File: src/rtl/bcd_seg_pkg.sv
package bcd_seg_pkg;

  localparam int unsigned SEG_W   = 7;
  localparam int unsigned CODE_W  = 4;
  localparam int unsigned MAX_DIG = 9;

  typedef logic [SEG_W-1:0]  seg_vec_t;
  typedef logic [CODE_W-1:0] code_t;

  localparam seg_vec_t SEG_NONE = '0;
  localparam seg_vec_t SEG_ALL  = '1;

  // Active-high glyph, bit order {g,f,e,d,c,b,a}
  function automatic seg_vec_t digit_glyph(input code_t code);
    seg_vec_t g;
    case (code)
      4'd0:    g = 7'b0111111;
      4'd1:    g = 7'b0000110;
      4'd2:    g = 7'b1011011;
      4'd3:    g = 7'b1001111;
      4'd4:    g = 7'b1100110;
      4'd5:    g = 7'b1101101;
      4'd6:    g = 7'b1111101;
      4'd7:    g = 7'b0000111;
      4'd8:    g = 7'b1111111;
      4'd9:    g = 7'b1101111;
      default: g = SEG_NONE;
    endcase
    return g;
  endfunction

  function automatic logic code_is_decimal(input code_t code);
    return (code <= code_t'(MAX_DIG));
  endfunction

  // Priority: blank > lamp test > glyph
  function automatic seg_vec_t apply_overrides(input seg_vec_t glyph,
                                               input logic blank_req,
                                               input logic lamp_req);
    seg_vec_t r;
    if (blank_req)     r = SEG_NONE;
    else if (lamp_req) r = SEG_ALL;
    else               r = glyph;
    return r;
  endfunction

endpackage

File: src/rtl/bcd_seg_glyph.sv
module bcd_seg_glyph
  import bcd_seg_pkg::*;
(
  input  code_t    code_i,
  output seg_vec_t glyph_o,
  output logic     valid_o
);
  always_comb begin
    valid_o = code_is_decimal(code_i);
    glyph_o = valid_o ? digit_glyph(code_i) : SEG_NONE;
  end
endmodule

File: src/rtl/bcd_seg_override.sv
module bcd_seg_override
  import bcd_seg_pkg::*;
(
  input  seg_vec_t glyph_i,
  input  logic     lamp_test_n_i,
  input  logic     blank_n_i,
  output seg_vec_t lit_o,
  output logic     blank_req_o,
  output logic     lamp_req_o
);
  always_comb begin
    blank_req_o = ~blank_n_i;
    lamp_req_o  = ~lamp_test_n_i;
    lit_o       = apply_overrides(glyph_i, blank_req_o, lamp_req_o);
  end
endmodule

File: src/rtl/bcd_seg_drive.sv
module bcd_seg_drive
  import bcd_seg_pkg::*;
#(
  parameter bit ACTIVE_LOW = 1'b1
)(
  input  seg_vec_t lit_i,
  output seg_vec_t pin_o
);
  generate
    if (ACTIVE_LOW) begin : g_low
      assign pin_o = ~lit_i;
    end else begin : g_high
      assign pin_o = lit_i;
    end
  endgenerate
endmodule

File: src/rtl/bcd_seg_decoder.sv
module bcd_seg_decoder
  import bcd_seg_pkg::*;
(
  input  logic [3:0] digit_bcd,
  input  logic       lamp_test_n,
  input  logic       blank_n,
  output logic [6:0] seg_n
);
  seg_vec_t glyph;
  seg_vec_t lit;
  logic     code_valid;
  logic     blank_req;
  logic     lamp_req;
  seg_vec_t pins;

  bcd_seg_glyph u_glyph (
    .code_i  (digit_bcd),
    .glyph_o (glyph),
    .valid_o (code_valid)
  );

  bcd_seg_override u_ovr (
    .glyph_i       (glyph),
    .lamp_test_n_i (lamp_test_n),
    .blank_n_i     (blank_n),
    .lit_o         (lit),
    .blank_req_o   (blank_req),
    .lamp_req_o    (lamp_req)
  );

  bcd_seg_drive #(.ACTIVE_LOW(1'b1)) u_drive (
    .lit_i (lit),
    .pin_o (pins)
  );

  assign seg_n = pins;
endmodule

File: config.mk
export PLATFORM = sky130hd
export DESIGN_NAME = bcd_seg_decoder
export DESIGN_NICKNAME = d
export VERILOG_FILES = /design/src/rtl/bcd_seg_pkg.sv /design/src/rtl/bcd_seg_glyph.sv /design/src/rtl/bcd_seg_override.sv /design/src/rtl/bcd_seg_drive.sv /design/src/rtl/bcd_seg_decoder.sv
export SDC_FILE = /design/constraint.sdc
export NUM_CORES = 1
export LEC_CHECK = 0
export ABC_AREA = 1
export BUFFER_PORTS_ARGS = -buffer_cell sky130_fd_sc_hd__buf_4
export CORE_AREA = 8 8 45 47
export DETAILED_ROUTE_END_ITERATION = 16
export DIE_AREA = 0 0 53 55
export GPL_ROUTABILITY_DRIVEN = 0
export PLACE_DENSITY_LB_ADDON = 0.15
export SETUP_SLACK_MARGIN = 0.1
export SLEW_MARGIN = 5
export SYNTH_ARGS = -nofsm -noshare
export SYNTH_HDL_FRONTEND = slang
export SYNTH_SLANG_ARGS = --single-unit
File: constraint.sdc
create_clock -name vclk -period 1.1
set_clock_uncertainty 0.2 [all_clocks]
set_input_delay 0.11 -clock vclk [all_inputs]
set_output_delay 0.11 -clock vclk [all_outputs]
set_load 0.05 [all_outputs]
Word-level counts from Yosys, hierarchy flattened
Memory sizes are Yosys's and may differ from the RTL's.
Cells that the tools add are included.
{ "totals": {"reg_bits": 0, "memories": 1, "output_inout_bits": 7, "mem_bits_ro": 112, "ramBits": 0, "latchBits": 0} }
{ "memory_table": {"columns": ["name", "words", "width", "rd", "rd_clocked_by_memory_dff", "wr", "line_no", "text"], "rows": [
  ["(name not given)", 16, 7, 1, 0, 0, "bcd_seg_pkg.sv:16", "case (code)"]
]} }
{ "op_classes": {"n_bitwise": 1, "add_sub_neg": 0, "n_shift": 0, "n_div": 0, "n_mul": 0, "reduce_logical": 0, "magnitude_cmp": 1, "eq_ne": 0, "n_mux": 3} }
{ "op_table": {"columns": ["op", "count"], "rows": [
  ["2-to-1 mux 7 bit", 3],
  ["NOT 7 bit", 1],
  ["less-or-equal comparator 4 bit, second input constant", 1]
]} }

Depth between registers and ports, before layout
{ "logic_depth": {"depth_word": 5, "depth_mapped": 9} }

By module
Synthesis repeated with hierarchy kept, for this count alone.
{ "unflattened": {"cells_unflattened": 69, "hier_area_um2": 380.4} }
{ "modules_own_cells": {"columns": ["module", "area_per_inst_um2", "instances", "cells_per_inst"], "rows": [
  ["bcd_seg_glyph", 247.7, 1, 45],
  ["bcd_seg_override", 106.4, 1, 17],
  ["bcd_seg_drive", 26.3, 1, 7]
]} }

Least setup slack after synthesis
OpenSTA, ideal clock, no wires.
{ "synth_timing": {"path_kind": "input to output", "startpoint": "in digit_bcd[0]", "endpoint": "out seg_n[4]", "t_arrival_ns": 1.658, "path_slack_ns": -0.868, "cell_stages": 7, "path_cell_list": "inv_1 ha_1 inv_1 nand2_1 nor2_1 nor2_1 o21ai_0"} }
{ "synth_between": {"elab_chain_cells": 5, "word_cells_on_any_way": 6, "cone_classes": "order compare: 1; mux: 3; bitwise: 1; memory: 1"} }
{ "synth_lines": {"columns": ["element", "line_no", "text"], "rows": [
  ["start, declared", "bcd_seg_decoder.sv:4", "input logic [3:0] digit_bcd,"],
  ["memory read (16 x 7 bit) or less-or-equal comparator 4 bit (tied branches)", null, null],
  ["2-to-1 mux 7 bit (*)", "bcd_seg_glyph.sv:10", "glyph_o = valid_o ? digit_glyph(code_i) : SEG_NONE;"],
  ["2-to-1 mux 7 bit (*)", "bcd_seg_pkg.sv:42", "else if (lamp_req) r = SEG_ALL;"],
  ["2-to-1 mux 7 bit (*)", "bcd_seg_pkg.sv:41", "if (blank_req) r = SEG_NONE;"],
  ["NOT 7 bit (*)", "bcd_seg_drive.sv:11", "assign pin_o = ~lit_i;"],
  ["end, declared", "bcd_seg_decoder.sv:7", "output logic [6:0] seg_n"]
]} }
Mark *: on every way between the ends. The rest lies on a longest branch, timed or not.

Final worst setup path
{ "layout_timing": {"startpoint": "in digit_bcd[1]", "endpoint": "out seg_n[1]"} }
Same word-level chain as after synthesis.

==> results.tsv <==
metric	value	unit
n_diodes	0	
vias in the first global route	317	
final hold viol count	0	
pin count of the biggest net entering global routing	8	
syn nets	61	
Max VDD drop	0.1334	mV
Initial Util	0.1745	
crit share post-route	1.182	
min Tclk post-route	1.300	ns
Avg WL per Cell	8.488	µm
Critical Path Start Type	primary input	
Comb pwr share	1.000	
endpoint class of the critical path	primary output	
Synth top cells by count	28 x nand2_1, 6 x inv_1, 5 x ha_1, 5 x nand3_1, 3 x nor2_1	
DR pass1 iterations	3	
critical path arrival	0.99	ns
# setup viols final	7	
Vias	333	
Power Dens Cells	505.6	nW/µm²
Iter 0 DRT Violations	1	
Layout area overhead	143.0	%
relative slew slack	0.8630	
chip height	55	µm
placed insts	82	
hpwl dp	607.8	µm
GRT overflow	0	
# nets final	79	
LEAKAGE	0.2867	nW
Sw Share	0.5966	
initial antenna violation count	0	
final worst slack	-0.1999	ns
Placement Setup Slack	-0.3121	ns
Max Clk Rate	0.7693	GHz
status	finished, violations left	
Slew Viols, Final	0	
clock network power share	0	
Core Util, Final	0.4241	
Switch Pwr	0.1770	mW
Synth Area per Inst	4.830	µm²
port bufs	13	
sequential area share after synthesis	0	
Mapped Cells	50	
Core Footprint	1384	µm²
I/O Pins	13	
most frequent cell after synthesis	nand2_1	
Worst-Margin Slew	0.2052	ns
Worst Hold Launch	blank_n	
Int Power	0.1197	mW
via/cell ratio	4.061	
top cell type's share of synthesized area	0.4352	
Hold Path Stages	3	
register area	0	µm²
failing checks	negative setup slack	
area leader, netlist	nand2_1	
DRC viols	0	
Yosys warning count	0	
clkbuf count	0	
Synth Cell Area	241.5	µm²
critical path type	in -> out	
largest cells by area after synthesis	nand2_1 44%, ha_1 26%, nand3_1 10%	
hold slack	0.4105	ns
GR Util All Layers	0.05232	
layout cells sized above 1	0.6818	
Non-Filler Instances	82	
CP Max Fanout	6	
first-pass GRT wire length	1290	µm
Routed Antenna Nets	0	
Hold Path End	seg_n[3]	
Die Wd	53	µm
number of cell rows	14	
Worst Hold Class	in -> out	
library cells used by synthesis	8	
Reg power frac	0	
routed wire length	696	µm
fill cell count	159	
CP required	0.79	ns
post-CTS repair timing setup buffer count	0	
FF+latch count	0	
die footprint	2915	µm²
area taken by multi-input logic gates	346.6	µm²
Max-Cap Viols	0	
RSZ-0062 raised after global routing	true	
## metrics by stage
step	TNS (ns)	instance area [µm²]	power, mW
2_1_floorplan	-0.08921	352.8	0.1671
3_3_place_gp	-2.051	493.0	0.2553
3_5_place_dp	-2.022	493.0	0.2554
4_1_cts	-1.312	576.8	0.2946
5_1_grt	-1.755	586.8	0.3198
6_report	-1.349	586.8	0.2967
## layout make-up
type               instances  area share
multi-input cells         43      0.5906
repair buffers            16      0.2964
inverters                  7     0.07889
well taps                 16     0.03412
## worst max path at each step
stage	startpoint	to	slack, ns	cells past startpoint
detailed placement	digit_bcd[0]	seg_n[3]	-0.31	9
finish	digit_bcd[1]	seg_n[1]	-0.20	11
global route	digit_bcd[1]	seg_n[1]	-0.26	11
global placement	digit_bcd[0]	seg_n[3]	-0.32	9
floorplan	digit_bcd[1]	seg_n[4]	-0.07	7
CTS	digit_bcd[1]	seg_n[3]	-0.20	11
## power by group through the flow
stage | Sequential, mW | Clock (mW) | Combinational (mW)
final | 0 | 0 | 0.297
after detailed placement | 0 | 0 | 0.255
after floorplan | 0 | 0 | 0.167
after global routing | 0 | 0 | 0.320
after CTS | 0 | 0 | 0.295
after global placement | 0 | 0 | 0.255
## critical path: stages
cell	delay [ns]
buf_12	0.11
inv_12	0.05
ha_4	0.11
inv_2	0.03
nand2_2	0.07
nand2_2	0.06
nand2_4	0.10
nand2_1	0.07
nand2_2	0.07
nand2_4	0.05
buf_6	0.15
## cells by family (layout without fill, tap and decap cells)
kind of cell / count (synthesis) / after routing / synth area share
AO/OA/AOI/OAI: 1 / 1 / 0.02071
AND/OR/NAND/NOR: 37 / 37 / 0.6114
adder cells (fa/ha/maj): 5 / 5 / 0.2591
buffers and inverters: 7 / 23 / 0.1088
## cell usage in the layout (no fill, tap or decap), drive strengths merged
cell / count
nand2: 29
buf: 16
inv: 7
nand3: 5
ha: 5
nor2: 3
o21ai: 1
## routing by layer
metal | GRT usage | up-vias | part of all wire
met5 | 0 | - | 0
met4 | 0 | 0 | 0
met3 | 0.005348 | 0 | 0.093
met2 | 0.1035 | 10 | 0.49
met1 | 0.06184 | 138 | 0.42
li1 | - | 185 | -
## timing repair
item,CTS,global route
setup endpoints to repair,7,7
hold buffers,0,0
pin swaps,4,2
gates resized for setup,21,4
Note: power is estimated with default switching activity, not from simulation.
